<file path="src/rtl/ild_pkg.sv">
package ild_pkg;

   // Summary of what an opcode byte implies about the bytes after it
   typedef struct packed {
      logic       ok;      // opcode is in the supported set
      logic       modrm;   // an addressing byte follows
      logic [1:0] imm;     // immediate bytes after any displacement
      logic [1:0] fixed;   // displacement bytes implied by opcode alone
   } op_class_t;

   typedef enum logic [1:0] {
      ST_OP    = 2'd0,
      ST_MODRM = 2'd1,
      ST_TAIL  = 2'd2
   } ild_state_e;

endpackage

</file>
<file path="src/rtl/ild_opclass.sv">
module ild_opclass
   import ild_pkg::*;
#(
   parameter int BYTE_W      = 8,
   parameter bit SUPPORT_INC = 1'b1
) (
   input  logic [BYTE_W-1:0] op,
   output op_class_t         cls
);

   logic inc_hit;

   generate
      if (SUPPORT_INC) begin : g_inc
         assign inc_hit = (op[7:3] == 5'b01000);
      end else begin : g_no_inc
         assign inc_hit = 1'b0;
      end
   endgenerate

   always_comb begin
      cls = '0;
      unique case (op)
         8'h90: cls.ok = 1'b1;
         8'h00, 8'h01, 8'h02, 8'h03: begin
            cls.ok    = 1'b1;
            cls.modrm = 1'b1;
         end
         8'h80, 8'h83: begin
            cls.ok    = 1'b1;
            cls.modrm = 1'b1;
            cls.imm   = 2'd1;
         end
         8'h81: begin
            cls.ok    = 1'b1;
            cls.modrm = 1'b1;
            cls.imm   = 2'd2;
         end
         8'hE9: begin
            cls.ok    = 1'b1;
            cls.fixed = 2'd2;
         end
         default: cls.ok = inc_hit;
      endcase
   end

endmodule

</file>
<file path="src/rtl/ild_dispsize.sv">
module ild_dispsize #(
   parameter int BYTE_W = 8
) (
   input  logic [BYTE_W-1:0] modrm,
   output logic [1:0]        disp_sz
);

   logic [1:0] mode;
   logic [2:0] rm;

   assign mode = modrm[7:6];
   assign rm   = modrm[2:0];

   always_comb begin
      unique case (mode)
         2'b00:   disp_sz = (rm == 3'b110) ? 2'd2 : 2'd0;
         2'b01:   disp_sz = 2'd1;
         2'b10:   disp_sz = 2'd2;
         default: disp_sz = 2'd0;
      endcase
   end

endmodule

</file>
<file path="src/rtl/ild_track.sv">
module ild_track
   import ild_pkg::*;
#(
   parameter int LEN_W = 3
) (
   input  logic             clk,
   input  logic             rst_n,
   input  logic             in_valid,
   input  op_class_t        cls,
   input  logic [1:0]       disp_sz,
   output logic             sop_o,
   output logic             done_o,
   output logic             err_o,
   output logic [LEN_W-1:0] len_o,
   output logic [LEN_W-1:0] modrm_pos_o,
   output logic [LEN_W-1:0] disp_pos_o,
   output logic [1:0]       disp_len_o,
   output logic [LEN_W-1:0] imm_pos_o,
   output logic [1:0]       imm_len_o
);

   ild_state_e       st;
   logic [LEN_W-1:0] cnt;
   logic [1:0]       imm_q;
   logic [LEN_W-1:0] tail;

   assign tail = LEN_W'(disp_sz) + LEN_W'(imm_q);

   always_ff @(posedge clk) begin
      if (!rst_n) begin
         st          <= ST_OP;
         cnt         <= '0;
         imm_q       <= '0;
         sop_o       <= 1'b0;
         done_o      <= 1'b0;
         err_o       <= 1'b0;
         len_o       <= '0;
         modrm_pos_o <= '0;
         disp_pos_o  <= '0;
         disp_len_o  <= '0;
         imm_pos_o   <= '0;
         imm_len_o   <= '0;
      end else begin
         sop_o  <= 1'b0;
         done_o <= 1'b0;
         err_o  <= 1'b0;
         if (in_valid) begin
            unique case (st)
               ST_OP: begin
                  if (!cls.ok) begin
                     err_o <= 1'b1;
                  end else begin
                     sop_o       <= 1'b1;
                     imm_q       <= cls.imm;
                     modrm_pos_o <= '0;
                     imm_pos_o   <= '0;
                     imm_len_o   <= '0;
                     if (cls.modrm) begin
                        st <= ST_MODRM;
                     end else if (cls.fixed == 2'd0) begin
                        done_o     <= 1'b1;
                        len_o      <= LEN_W'(1);
                        disp_pos_o <= '0;
                        disp_len_o <= '0;
                     end else begin
                        len_o      <= LEN_W'(1) + LEN_W'(cls.fixed);
                        disp_pos_o <= LEN_W'(1);
                        disp_len_o <= cls.fixed;
                        cnt        <= LEN_W'(cls.fixed);
                        st         <= ST_TAIL;
                     end
                  end
               end
               ST_MODRM: begin
                  len_o       <= LEN_W'(2) + tail;
                  modrm_pos_o <= LEN_W'(1);
                  disp_len_o  <= disp_sz;
                  disp_pos_o  <= (disp_sz != 2'd0) ? LEN_W'(2) : '0;
                  imm_len_o   <= imm_q;
                  imm_pos_o   <= (imm_q != 2'd0) ? LEN_W'(2) + LEN_W'(disp_sz) : '0;
                  if (tail == '0) begin
                     done_o <= 1'b1;
                     st     <= ST_OP;
                  end else begin
                     cnt <= tail;
                     st  <= ST_TAIL;
                  end
               end
               ST_TAIL: begin
                  cnt <= cnt - LEN_W'(1);
                  if (cnt == LEN_W'(1)) begin
                     done_o <= 1'b1;
                     st     <= ST_OP;
                  end
               end
               default: st <= ST_OP;
            endcase
         end
      end
   end

endmodule

</file>
<file path="src/rtl/insn_len_decoder.sv">
module insn_len_decoder
   import ild_pkg::*;
#(
   parameter int BYTE_W      = 8,
   parameter int MAX_LEN     = 6,
   parameter bit SUPPORT_INC = 1'b1,
   localparam int LEN_W      = $clog2(MAX_LEN + 1)
) (
   input  logic              clk,
   input  logic              rst_n,
   input  logic              in_valid,
   input  logic [BYTE_W-1:0] in_data,
   output logic              in_ready,
   output logic              sop,
   output logic              done,
   output logic              err,
   output logic [LEN_W-1:0]  len,
   output logic [LEN_W-1:0]  modrm_pos,
   output logic [LEN_W-1:0]  disp_pos,
   output logic [1:0]        disp_len,
   output logic [LEN_W-1:0]  imm_pos,
   output logic [1:0]        imm_len
);

   generate
      if (BYTE_W != 8) begin : g_bad_byte
         $error("insn_len_decoder: BYTE_W must be 8");
      end
      if (MAX_LEN < 6) begin : g_bad_len
         $error("insn_len_decoder: MAX_LEN must cover 6-byte instructions");
      end
   endgenerate

   op_class_t  cls;
   logic [1:0] disp_sz;

   assign in_ready = 1'b1;

   ild_opclass #(.BYTE_W(BYTE_W), .SUPPORT_INC(SUPPORT_INC)) u_opclass (
      .op  (in_data),
      .cls (cls)
   );

   ild_dispsize #(.BYTE_W(BYTE_W)) u_dispsize (
      .modrm   (in_data),
      .disp_sz (disp_sz)
   );

   ild_track #(.LEN_W(LEN_W)) u_track (
      .clk         (clk),
      .rst_n       (rst_n),
      .in_valid    (in_valid),
      .cls         (cls),
      .disp_sz     (disp_sz),
      .sop_o       (sop),
      .done_o      (done),
      .err_o       (err),
      .len_o       (len),
      .modrm_pos_o (modrm_pos),
      .disp_pos_o  (disp_pos),
      .disp_len_o  (disp_len),
      .imm_pos_o   (imm_pos),
      .imm_len_o   (imm_len)
   );

endmodule

</file>
<file path="config.mk">
export PLATFORM = sky130hd
export DESIGN_NAME = insn_len_decoder
export DESIGN_NICKNAME = d
export VERILOG_FILES = /design/src/rtl/ild_pkg.sv /design/src/rtl/ild_opclass.sv /design/src/rtl/ild_dispsize.sv /design/src/rtl/ild_track.sv /design/src/rtl/insn_len_decoder.sv
export SDC_FILE = /design/constraint.sdc
export NUM_CORES = 1
export LEC_CHECK = 0
export ABC_AREA = 1
export ABC_CLOCK_PERIOD_IN_PS = 5000
export BUFFER_PORTS_ARGS = -buffer_cell sky130_fd_sc_hd__buf_2
export CORE_MARGIN = 4
export CORE_UTILIZATION = 50
export DETAILED_ROUTE_END_ITERATION = 16
export PLACE_DENSITY_LB_ADDON = 0.25
export SLEW_MARGIN = 0
export SYNTH_ARGS = -nofsm -noshare
export SYNTH_HDL_FRONTEND = slang
export SYNTH_SLANG_ARGS = --single-unit
export TNS_END_PERCENT = 20
</file>
<file path="constraint.sdc">
create_clock -name clk -period 5 [get_ports clk]
set_input_delay 0.5 -clock clk [delete_from_list [all_inputs] [get_ports clk]]
set_output_delay 0.5 -clock clk [all_outputs]
set_load 0.005 [all_outputs]
</file>
==> results of run 1 <==
cells in the mapped netlist, drive strengths merged:
| library cell | n |
|---|---|
| a31oi | 1 |
| o21ai | 15 |
| a21oi | 17 |
| dfxtp | 23 |
| ha | 7 |
| fa | 1 |
| inv | 34 |
| or2 | 2 |
| nor3 | 4 |
| clkbuf | 1 |
| conb | 2 |
| buf | 7 |
| nor2 | 33 |
| a211oi | 1 |
| nand2 | 49 |
| nand3 | 13 |
| nand4 | 7 |
flip-flops by register name (all words and copies together) (netlist names):
name and count:
u_track.cnt 3, u_track.imm_pos_o 3, u_track.len_o 3, u_track.disp_len_o 2, u_track.disp_pos_o 2, u_track.imm_len_o 2, u_track.imm_q 2, u_track.st 2
u_track.done_o 1, u_track.err_o 1, u_track.modrm_pos_o 1, u_track.sop_o 1
cell usage in the layout (no fill, tap or decap), drive strengths merged:
cell and count:
nand4 7, a31oi 1, conb 4, clkbuf 3, or2 2, ha 7
nand2 49, nand3 13, inv 34, a21oi 17, nor3 4, nor2 33
clkinv 1, fa 1, a211oi 1, o21ai 15, dfxtp 23, buf 26
final cells by class:
class                           instances  area [um2]
Multi-Input combinational cell        154         860
Tap cell                               31        38.8
Inverter                               34         128
Clock buffer                            3        22.5
Fill cell                             293        1160
Clock inverter                          1        5.00
Timing Repair Buffer                   26         130
Sequential cell                        23         460
where the power goes:
group	switching, uW	leakage (uW)	internal (uW)
Clock	55.0	0.0000177	29.8
Combinational	85.5	0.000602	45.9
Sequential	7.59	0.000187	198
path summary, 6_finish.rpt:
kind                           from                      to
max                      in_data[0]          u_track.cnt[1]
min          u_track.modrm_pos_o[0]  u_track.modrm_pos_o[0]
max reg2reg        u_track.imm_q[0]          u_track.cnt[1]
min reg2reg  u_track.modrm_pos_o[0]  u_track.modrm_pos_o[0]
through the flow:
stage	util	setup slack, ps	cells	hold WS, ps
after floorplan	-	2850	219	456
after global placement	0.576	2610	268	452
after detailed placement	0.576	2560	268	454
after CTS	0.586	2880	272	471
after global routing	0.586	2710	272	503
final	0.586	2890	272	466
layer usage:
layer | vias to the layer above | track usage | share of wire
met5 | - | 0 | 0
li1 | 726 | - | -
met4 | 0 | 0.0303 | 0.010
met3 | 4 | 0.0378 | 0.039
met2 | 21 | 0.278 | 0.51
met1 | 609 | 0.194 | 0.44
critical path, stage by stage:
cell,delay [ps]
buf_2,120
inv_1,60
nand2_1,70
inv_1,60
nand3_1,70
nand2_1,130
fa_1,480
or2_2,350
nor2_2,130
nor3_1,60
o21ai_2,110
o21ai_1,90
a21oi_1,120
logic make-up (layout without fill, tap and decap cells):
family	Yosys count	count (layout)	synth area share
AND/OR/NAND/NOR	108	108	0.365
flip-flops	23	23	0.309
buffers and inverters	42	64	0.120
AO/OA/AOI/OAI	34	34	0.129
adder cells (fa/ha/maj)	8	8	0.0721
other	2	4	0.00504
==> impl_results.md, run 1 <==
- Total power: 422 uW
- Netlist Area Pre-Place: 1490 um2
- Top cell type by total area after synthesis: dfxtp_1
- Design area: 1640 um2
- First-pass GRT wire length: 5.09 mm
- Synth area leaders: dfxtp_1 31%, nand2_1 11%, inv_1 7.0%, ha_1 5.9%, nor2_1 5.8%
- Number of cell rows: 19
- PortBufs: 26
- CP required: 5250 ps
- Area of the core: 2810 um2
- TritonCTS clock tree: done
- Final global-route overflow total: 0
- Fraction of layout cells with a size suffix above 1: 0.241
- DIE AREA: 3920 um2
- Gr usage total: 0.157
- Achievable Freq: 474 MHz
- Wire per inst: 10.9 um
- Fin. max-slew vios: 0
- CTS max path bufs: 2
- Sink Count: 23
- CTS H-tree depth: 1
- WL final: 2.97 mm
- Area Overhead vs Synth: 10.2%
- Hold Crit Class: register to register
- Routed Antenna Nets: 0
- Peak VDD IR: 0.000189 V
- Vias per cell: 5.00
- Leakage power: 0.000806 uW
- Hpwl dp: 2.39 mm
- Pre-antenna DRT Iters: 4
- Post-route DRC: 0
- Vias in the first global route: 1197
- Post-CTS setup buffers: 0
- Type of the worst setup path: input pin to register
- Clk pin slew, worst setup/hold paths: 120 ps
- Critical Path AT: 2360 ps
- Vias: 1360
- CP Max Fanout: 6
- Post-synth cell types: 29
- RSZ-0062 raised after global routing: false
- Starting Density: 0.532
- CP Capture Type: register
- Global placer's final weighted congestion: 0.813
- Worst hold path depth: 2
- Final Setup Violations: 0
- Largest net degree at the start of global routing: 18
- Synthesized area per cell: 6.87 um2
- CTS resizes: 0
- Power density over the cells: 257 nW/um2
- Latest clock arrival within the worst-skew pair: 300 ps
- Die Ht: 62.6 um
- Ratio of final minimum period to clock period: 0.422
- Reg2Reg Depth: 8
- Root Buffer: clkbuf_4
- Sequential share of the synthesized area: 0.309
- Final setup TNS: 0 ps
- Setup crit start kind: input pin
- Hold-fix buffers, CTS: 0
- # IOs: 31
- Clock Skew: 2.60 ps
- Iter 0 DRT Violations: 61
- Outcome: completed
- Initial antenna violation count: 0
- Placed Area: 1620 um2
- Cells after Synth: 217
- Number of buffers created by CTS: 3
- Fin crit period: 2110 ps
- Die Width: 62.6 um
- Max-Cap Viols: 0
- Layout Nets: 261
- Ant diodes: 0
- Setup slack, reg-to-reg: 3020 ps
- Seq cells post-synth: 23
- Final hold vios: 0
- Synth warn: 0
- Yosys top cell area share: 0.309
Power figures use the tool's default switching activity.
==> run 2, diff against run 1 <==
--- a/config.mk
+++ b/config.mk
@@ -5,8 +5,8 @@
 export SDC_FILE = /design/constraint.sdc
 export NUM_CORES = 1
 export LEC_CHECK = 0
-export ABC_AREA = 1
-export ABC_CLOCK_PERIOD_IN_PS = 5000
+export ABC_AREA = 0
+export ABC_CLOCK_PERIOD_IN_PS = 1950
 export BUFFER_PORTS_ARGS = -buffer_cell sky130_fd_sc_hd__buf_2
 export CORE_MARGIN = 4
 export CORE_UTILIZATION = 50
==> constraint.sdc (replaced) <==
create_clock -name clk -period 1.95 [get_ports clk]
set_input_delay 0.195 -clock clk [delete_from_list [all_inputs] [get_ports clk]]
set_output_delay 0.195 -clock clk [all_outputs]
set_load 0.005 [all_outputs]
==> run 2 against run 1 <==
Design area grew 2.4%. Global-route usage rose by 4.4 points. Setup slack worse by 2900 ps. Sequential share of layout area decreased by 0.59 points. Via count rose by 2.3%. Non-clock buffer count up 15. Sequential power increased by 130%. Total power rose by 100%. Clock skew increased by 6.5 ps. Highest routed layer unchanged.
==> impl_results.md, run 2 <==
- Outcome: completed
- Ant diodes: 0
- Largest regs: u_track.cnt (3), u_track.imm_pos_o (3), u_track.len_o (3)
- Synth warn: 0
- Setup slack, reg-to-reg: 30 ps
- Vias per cell: 5.89
- Area of the core: 2540 um2
- Die Ht: 60.6 um
- Hold wc startpoint: in_valid
- Final global-route overflow total: 0
- Synth area leaders: dfxtp_1 33%, ha_1 6.3%, nand2_1 5.7%, o21ai_0 4.3%, o22ai_1 4.1%
- Achievable Freq: 520 MHz
- Pre-antenna DRT Iters: 4
- Critical Path AT: 2130 ps
- Final Setup Violations: 0
- Initial antenna violation count: 0
- Vias in the first global route: 1253
- Hold endpoint: u_track.sop_o
- Worst flop-to-flop path startpoint: u_track.imm_q[0]
- Number of cell rows: 18
- Placed Area: 1640 um2
- Commonest cells after routing, fill and taps aside: 26 x buf_2, 22 x dfxtp_1, 21 x nand2_1
- Sequential share of the synthesized area: 0.333
- Post-synth cell types: 46
- Setup crit start kind: register
- Dominant synthesized flop cell: dfxtp_1
- CTS H-tree depth: 1
- Post-synth EDFFs: 0
- Clk pin slew, worst setup/hold paths: 130 ps
- Yosys top cell area share: 0.333
- Most frequent cells after synthesis: 23 x dfxtp_1, 21 x nand2_1, 13 x inv_1, 12 x o21ai_0
- Leakage power: 0.000697 uW
- Ratio of final minimum period to clock period: 0.986
- CP required: 2160 ps
- Reg2Reg Depth: 6
- Reg2reg end: u_track.cnt[0]
- Starting Density: 0.543
- Max_slew headroom: 0.602
- Layout Nets: 226
- Routed Antenna Nets: 0
- PortBufs: 26
- Hold-fix buffers, CTS: 0
- Gr usage total: 0.201
- Iter 0 DRT Violations: 50
- Power density over the cells: 501 nW/um2
- Hpwl dp: 2.79 mm
- Netlist Area Pre-Place: 1380 um2
- Hold slack: 257 ps
- Final core utilization: 0.662
- Worst-Margin Slew: 596 ps
- Number of buffers created by CTS: 3
- Area Overhead vs Synth: 21.9%
- Sink Count: 23
- First-pass GRT wire length: 5.60 mm
- Largest net degree at the start of global routing: 21
- Post-route DRC: 0
- CP Capture Type: register
- WL final: 3.49 mm
- Root Buffer: clkbuf_4
- CP Max Fanout: 4
- DIE AREA: 3670 um2
- Final setup TNS: 0 ps
- Vias: 1391
- Most frequent cell after synthesis: dfxtp_1
- Fin. max-slew vios: 0
- Cells after Synth: 168
- Design area: 1680 um2
- Peak VDD IR: 0.000362 V
- Seq cells post-synth: 23
- Max-Cap Viols: 0
- Fraction of layout cells with a size suffix above 1: 0.277
- Asr flop ratio synth: 0
- Final hold vios: 0
- Worst hold path depth: 3
- Top cell type by total area after synthesis: dfxtp_1
- Clock Skew: 9.06 ps
- TritonCTS clock tree: done
- Latest clock arrival within the worst-skew pair: 310 ps
- Fin crit period: 1920 ps
- # IOs: 31
- Type of the worst setup path: register to register
- RSZ-0062 raised after global routing: true
- Synthesized area per cell: 8.22 um2
- Hold Crit Class: input pin to register
- Most common cell after layout, fill and taps aside: buf_2
- Wire per inst: 14.8 um
- Die Width: 60.6 um
- CTS max path bufs: 2
- Global placer's final weighted congestion: 0.936
run 2: power by group:
part | total (uW) | internal, uW | switching, uW
Sequential | 476 | 474 | 1.94
Clock | 218 | 79.8 | 138
Combinational | 150 | 61.2 | 88.5
Total | 844 | 615 | 228
run 2: per-layer routing:
| metal | vias up | GRT usage | wire (um) |
|---|---|---|---|
| li1 | 684 | - | - |
| met4 | 0 | 0.0619 | 55 |
| met1 | 651 | 0.258 | 1540 |
| met3 | 6 | 0.0277 | 263 |
| met5 | - | 0 | 0 |
| met2 | 50 | 0.348 | 1630 |
run 2: cell families after synthesis:
group,Yosys count,share of synthesized area
flops,23,0.333
fa+ha+maj,8,0.0779
other cells,2,0.00544
mux,2,0.0145
compound gates,50,0.238
xor+xnor,3,0.0190
simple gates,58,0.240
buf+inv,22,0.0716
run 2: how the worst max path moves through the flow:
stage                                 from             end  slack, ps  depth (start not counted)
after detailed placement        in_data[7]  u_track.cnt[1]       -180                         10
after floorplan                 in_data[7]  u_track.cnt[1]         -3                          9
final                     u_track.imm_q[0]  u_track.cnt[0]         30                          6
after global placement          in_data[7]  u_track.cnt[2]       -100                         10
after global routing      u_track.imm_q[0]  u_track.cnt[1]        0.7                          6
after CTS                 u_track.imm_q[0]  u_track.cnt[1]        -20                          6
run 2: worst max-delay path, cell delays in order (launching register included):
cell and delay, ps:
dfxtp_2 350, ha_2 180, fa_2 590, nor4b_4 70
or3b_4 380, o21ai_1 150, a21oi_1 90
run 2: final cells by class:
cell class / instances / area (um2)
fill: 233 / 861
sequential: 23 / 462
inverter: 13 / 48.8
tap: 30 / 37.5
timing repair buffer: 41 / 243
multi-input combinational: 125 / 867
clock buffer: 4 / 26.3
run 2: through the flow:
stage | total power [uW] | worst slack, ps | instances
final | 844 | 26.5 | 236
after global routing | 883 | 0.670 | 236
after CTS | 846 | -22.2 | 236
after detailed placement | 630 | -179 | 232
after global placement | 626 | -97.6 | 232
after floorplan | 576 | -2.69 | 170
run 2: timing repair:
| action | in CTS | in global routing |
|---|---|---|
| resized for setup | 0 | 4 |
| setup buffers | 0 | 0 |
| gates cloned | 0 | 0 |
| setup endpoints to repair | 2 | 5 |
| pin swaps | 0 | 2 |
